<file path="src/rtl/asram_ctl.sv">
module asram_ctl #(
  parameter int AW        = 16,
  parameter int DW        = 4,
  parameter int CLK_PS    = 20000,
  parameter int T_AA_PS   = 12000,
  parameter int T_PWE_PS  = 8000,
  parameter int T_SD_PS   = 7000,
  parameter int T_HZ_PS   = 6000
) (
  input  logic          clk,
  input  logic          rst,
  input  logic          req,
  input  logic          wr,
  input  logic [AW-1:0] addr,
  input  logic [DW-1:0] wdata,
  output logic          busy,
  output logic          done,
  output logic [DW-1:0] rdata,
  output logic [AW-1:0] mem_addr,
  output logic          mem_ce_n,
  output logic          mem_we_n,
  output logic          mem_oe_n,
  output logic [DW-1:0] mem_dq_o,
  input  logic [DW-1:0] mem_dq_i,
  output logic          mem_dq_oe
);
  localparam int TURN_CYC = (T_HZ_PS + CLK_PS - 1) / CLK_PS;
  localparam int SD_RAW   = (T_SD_PS + CLK_PS - 1) / CLK_PS;
  localparam int SD_CYC   = (SD_RAW < 1) ? 1 : SD_RAW;
  localparam int PWE_CYC  = (T_PWE_PS + CLK_PS - 1) / CLK_PS;
  localparam int WE_CYC   = (PWE_CYC > TURN_CYC + SD_CYC) ? PWE_CYC : TURN_CYC + SD_CYC;
  localparam int ACC_RAW  = (T_AA_PS + CLK_PS - 1) / CLK_PS;
  localparam int ACC_CYC  = (ACC_RAW < 1) ? 1 : ACC_RAW;
  localparam int MAXC     = (WE_CYC > ACC_CYC) ? WE_CYC : ACC_CYC;
  localparam int CW       = $clog2(MAXC + 1);

  typedef enum logic [2:0] {S_IDLE, S_WSET, S_WLOW, S_WHLD, S_RACC} st_t;

  st_t           st, st_nx;
  logic [CW-1:0] cnt, cnt_nx;
  logic          accept, fin, rd_fin;

  assign busy   = (st != S_IDLE);
  assign accept = (st == S_IDLE) && req;
  assign rd_fin = (st == S_RACC) && (cnt == CW'(ACC_CYC - 1));
  assign fin    = (st == S_WHLD) || rd_fin;

  always_comb begin
    st_nx  = st;
    cnt_nx = cnt;
    case (st)
      S_IDLE: if (req) begin
        st_nx  = wr ? S_WSET : S_RACC;
        cnt_nx = '0;
      end
      S_WSET: begin
        st_nx  = S_WLOW;
        cnt_nx = '0;
      end
      S_WLOW: if (cnt == CW'(WE_CYC - 1)) begin
        st_nx  = S_WHLD;
        cnt_nx = '0;
      end else begin
        cnt_nx = cnt + 1'b1;
      end
      S_WHLD: st_nx = S_IDLE;
      S_RACC: if (rd_fin) begin
        st_nx  = S_IDLE;
        cnt_nx = '0;
      end else begin
        cnt_nx = cnt + 1'b1;
      end
      default: st_nx = S_IDLE;
    endcase
  end

  always_ff @(posedge clk) begin
    if (rst) begin
      st        <= S_IDLE;
      cnt       <= '0;
      mem_ce_n  <= 1'b1;
      mem_we_n  <= 1'b1;
      mem_oe_n  <= 1'b1;
      mem_dq_oe <= 1'b0;
      done      <= 1'b0;
      mem_addr  <= '0;
      mem_dq_o  <= '0;
      rdata     <= '0;
    end else begin
      st        <= st_nx;
      cnt       <= cnt_nx;
      mem_ce_n  <= (st_nx == S_IDLE);
      mem_we_n  <= (st_nx != S_WLOW);
      mem_oe_n  <= (st_nx != S_RACC);
      mem_dq_oe <= ((st_nx == S_WLOW) && ({1'b0, cnt_nx} >= (CW+1)'(TURN_CYC))) || (st_nx == S_WHLD);
      done      <= fin;
      if (accept) begin
        mem_addr <= addr;
        mem_dq_o <= wdata;
      end
      if (rd_fin) rdata <= mem_dq_i;
    end
  end
endmodule

</file>
<file path="config.mk">
export PLATFORM = sky130hd
export DESIGN_NAME = asram_ctl
export DESIGN_NICKNAME = d
export VERILOG_FILES = /design/src/rtl/asram_ctl.sv
export SDC_FILE = /design/constraint.sdc
export NUM_CORES = 1
export LEC_CHECK = 0
export BUFFER_PORTS_ARGS = -buffer_cell sky130_fd_sc_hd__buf_2
export CAP_MARGIN = 15
export CORE_MARGIN = 8
export CORE_UTILIZATION = 52
export CTS_BUF_LIST = sky130_fd_sc_hd__clkbuf_4
export CTS_CLUSTER_DIAMETER = 150
export DETAILED_ROUTE_END_ITERATION = 6
export PLACE_DENSITY_LB_ADDON = 0.08
export SLEW_MARGIN = 20
export SYNTH_ARGS = -nofsm -noshare
export SYNTH_HDL_FRONTEND = slang
export SYNTH_SLANG_ARGS = --single-unit
</file>
<file path="constraint.sdc">
create_clock -name clk -period 4.1 [get_ports clk]
set_clock_uncertainty 0.2 [all_clocks]
set_input_delay 0.82 -clock clk [delete_from_list [all_inputs] [get_ports clk]]
set_output_delay 0.82 -clock clk [all_outputs]
set_load 0.01 [all_outputs]
</file>
==> flow_summary.json <==
{
  "status": "finished, final reports clean",
  "fin_area_mm2": 0.001639,
  "ys_warn_count": 0,
  "grt_pass1_wl_um": 4871,
  "place_area_mm2": 0.001585,
  "ir_worst_vdd_mv": 0.3026,
  "dieArea_mm2": 0.004460,
  "end_kind": "output port",
  "synth_most_common_cell": "nand2_1",
  "cp.arrival_ns": 1.20,
  "root_buffer": "clkbuf_4",
  "hold_viol": 0,
  "antenna_found_initial": 0,
  "yosysTopAreaCell": "dfxtp_1",
  "seq_area_um2": 680.7,
  "grt_pass1_vias": 1143,
  "final_core_util": 0.6677,
  "initial_core_util": 0.5464,
  "postRouteAntennaNets": 0,
  "p_leak_nw": 0.7581,
  "hold_buffers": 0,
  "fill_cells": 238,
  "wire_per_inst_um": 12.74,
  "cts_tree": "built",
  "min_period_ns": 2.223,
  "port_buffers": 57,
  "gp_congestion": 0.8080,
  "dp_hpwl_um": 2390,
  "ys_seq_area_frac": 0.5075,
  "syn_area_per_cell_um2": 8.598,
  "drt-vias-per-instance": 4.992,
  "min_path_type": "flip-flop to flip-flop",
  "synth_cells": 156,
  "die_h_um": 66.79,
  "n_antenna_cell": 0,
  "synth_mux_area_frac": 0.03825,
  "io_pins": 58,
  "ys.flop_type": "dfxtp_1",
  "critPathRequiredTime_ns": 3.08,
  "finalSetupViolCount": 0,
  "cts_buffers": 5,
  "drtPass1Iterations": 4,
  "clock_sinks": 34,
  "drt_iter0_drc": 76,
  "final_nets": 240,
  "rsz0062_at_grt": "false",
  "cp-start-kind": "flip-flop",
  "drc": 0,
  "yosysTopAreaCellShare": 0.5075,
  "maxCapViolCount": 0,
  "path_class": "flip-flop to output port",
  "post_cts_buffers": 0,
  "cp_max_fo": 11,
  "ys_seq_elements": 34,
  "clk_pin_slew_ns": 0.10,
  "fmax_ghz": 0.4498,
  "yosys.area_share.xor_xnor": 0.006530,
  "core_mm2": 0.002455,
  "cts_buffer_depth": 2,
  "ys_top_cells_by_count": "nand2_1, dfxtp_1, a21oi_1, nor2_1",
  "synth_adder_area_share": 0.02799,
  "cts_resized": 0,
  "syn_area_mm2": 0.001341,
  "powerDensity_mw_per_mm2": 388.8,
  "synth_compound_gate_area_share": 0.1278,
  "clkLatencyLatePin_ns": 0.32,
  "timing.final.crit_share": 0.5422,
  "worst_pin_slew_ns": 0.6128,
  "syn-num-nets": 187,
  "synth_top_family_by_area": "simple AND/OR/NAND/NOR gates",
  "synthTopCellsByArea": "dfxtp_1, nand2_1, a21oi_1",
  "area_growth_pct": 22.20,
  "fp.dieW_um": 66.79,
  "slew_headroom": 0.5905,
  "vias": 1198,
  "row_count": 18,
  "grt-ovfl-total": 0,
  "multiInputGateArea_um2": 559.3,
  "ys_types": 25,
  "ctsHtreeMaxLevel": 2,
  "fin_setup_tns_ns": 0,
  "synth-edff-count": 0,
  "yosys.area_share.simple": 0.2164,
  "slew_viol_final": 0,
  "track_usage": 0.1401,
  "drive_above_1_share": 0.3381,
  "grt_max_degree": 32,
  "wl_um": 3058,
  "ys_async_sr_fraction": 0
}
-- kinds of logic after synthesis --
kind of cell               Yosys count
AOI/OAI and AO/OA                   30
xor gates and xnor gates             1
adders and majority gates            3
buffers and inverters               17
DFF                                 34
muxes                                5
and+or+nand+nor                     66
-- registers in the layout (all words and copies together) (netlist names) --
register and count:
cnt 2, done 1, mem_addr 16, mem_ce_n 1
mem_dq_o 4, mem_dq_oe 1, mem_oe_n 1, mem_we_n 1
rdata 4, st 3
-- critical path, stage by stage (launching register included) --
cell and delay [ns]:
dfxtp_1 0.44, nor3_4 0.25, inv_2 0.05, buf_2 0.14
-- final cells by class --
class | count | share of cell area
sequential | 34 | 0.4153
multi-input combinational | 105 | 0.3412
timing repair buffer | 57 | 0.1740
clock buffer | 6 | 0.02748
tap | 30 | 0.02290
inverter | 6 | 0.01374
clock inverter | 2 | 0.005344
-- cells in the final DEF (no fill, tap or decap) --
cell type  instances
nand2_1           44
nor3_4             1
inv_2              1
nand3b_1           3
a31oi_1            2
mux2i_1            4
clkinv_1           1
nor2b_1            1
and2_2             1
clkinv_2           1
nor3b_1            1
ha_1               3
a211o_1            1
nor3_2             1
a22oi_2            1
inv_1              5
o21ai_0            2
xnor2_1            1
and3_1             1
o211ai_2           1
mux2_2             1
clkbuf_4           6
nor2_1            13
a21oi_1           23
buf_2             57
dfxtp_1           34
-- metal layers --
| layer | share of wire | global-route usage | vias to the layer above |
|---|---|---|---|
| li1 | - | - | 615 |
| met1 | 0.38 | 0.1455 | 537 |
| met2 | 0.51 | 0.2413 | 41 |
| met3 | 0.10 | 0.05537 | 5 |
| met4 | 0.011 | 0.06400 | 0 |
| met5 | 0 | 0 | - |
-- path summary, 6_finish.rpt --
check	startpoint	endpoint	slack (ns)	cells past startpoint
min reg2reg	mem_addr[11]	mem_addr[11]	0.26	2
max reg2reg	st[1]	mem_addr[7]	2.36	4
max	st[1]	busy	1.88	3
min	mem_addr[11]	mem_addr[11]	0.26	2
-- where the power goes --
part	internal, mW	total [mW]	switching [mW]
sequential	0.350	0.364	0.0131
clock	0.0710	0.174	0.103
combinational	0.0428	0.100	0.0573
-- metrics by stage --
step | std cells | hold slack, ns | power (mW) | setup WS [ns]
floorplan | 156 | 0.2805 | 0.4374 | 2.391
global placement | 232 | 0.2376 | 0.4685 | 2.171
detailed placement | 232 | 0.2477 | 0.4729 | 2.106
CTS | 240 | 0.2610 | 0.6446 | 1.855
global route | 240 | 0.2824 | 0.6741 | 1.773
finish | 240 | 0.2597 | 0.6374 | 1.877
Note: power is estimated with default switching activity, not from simulation.
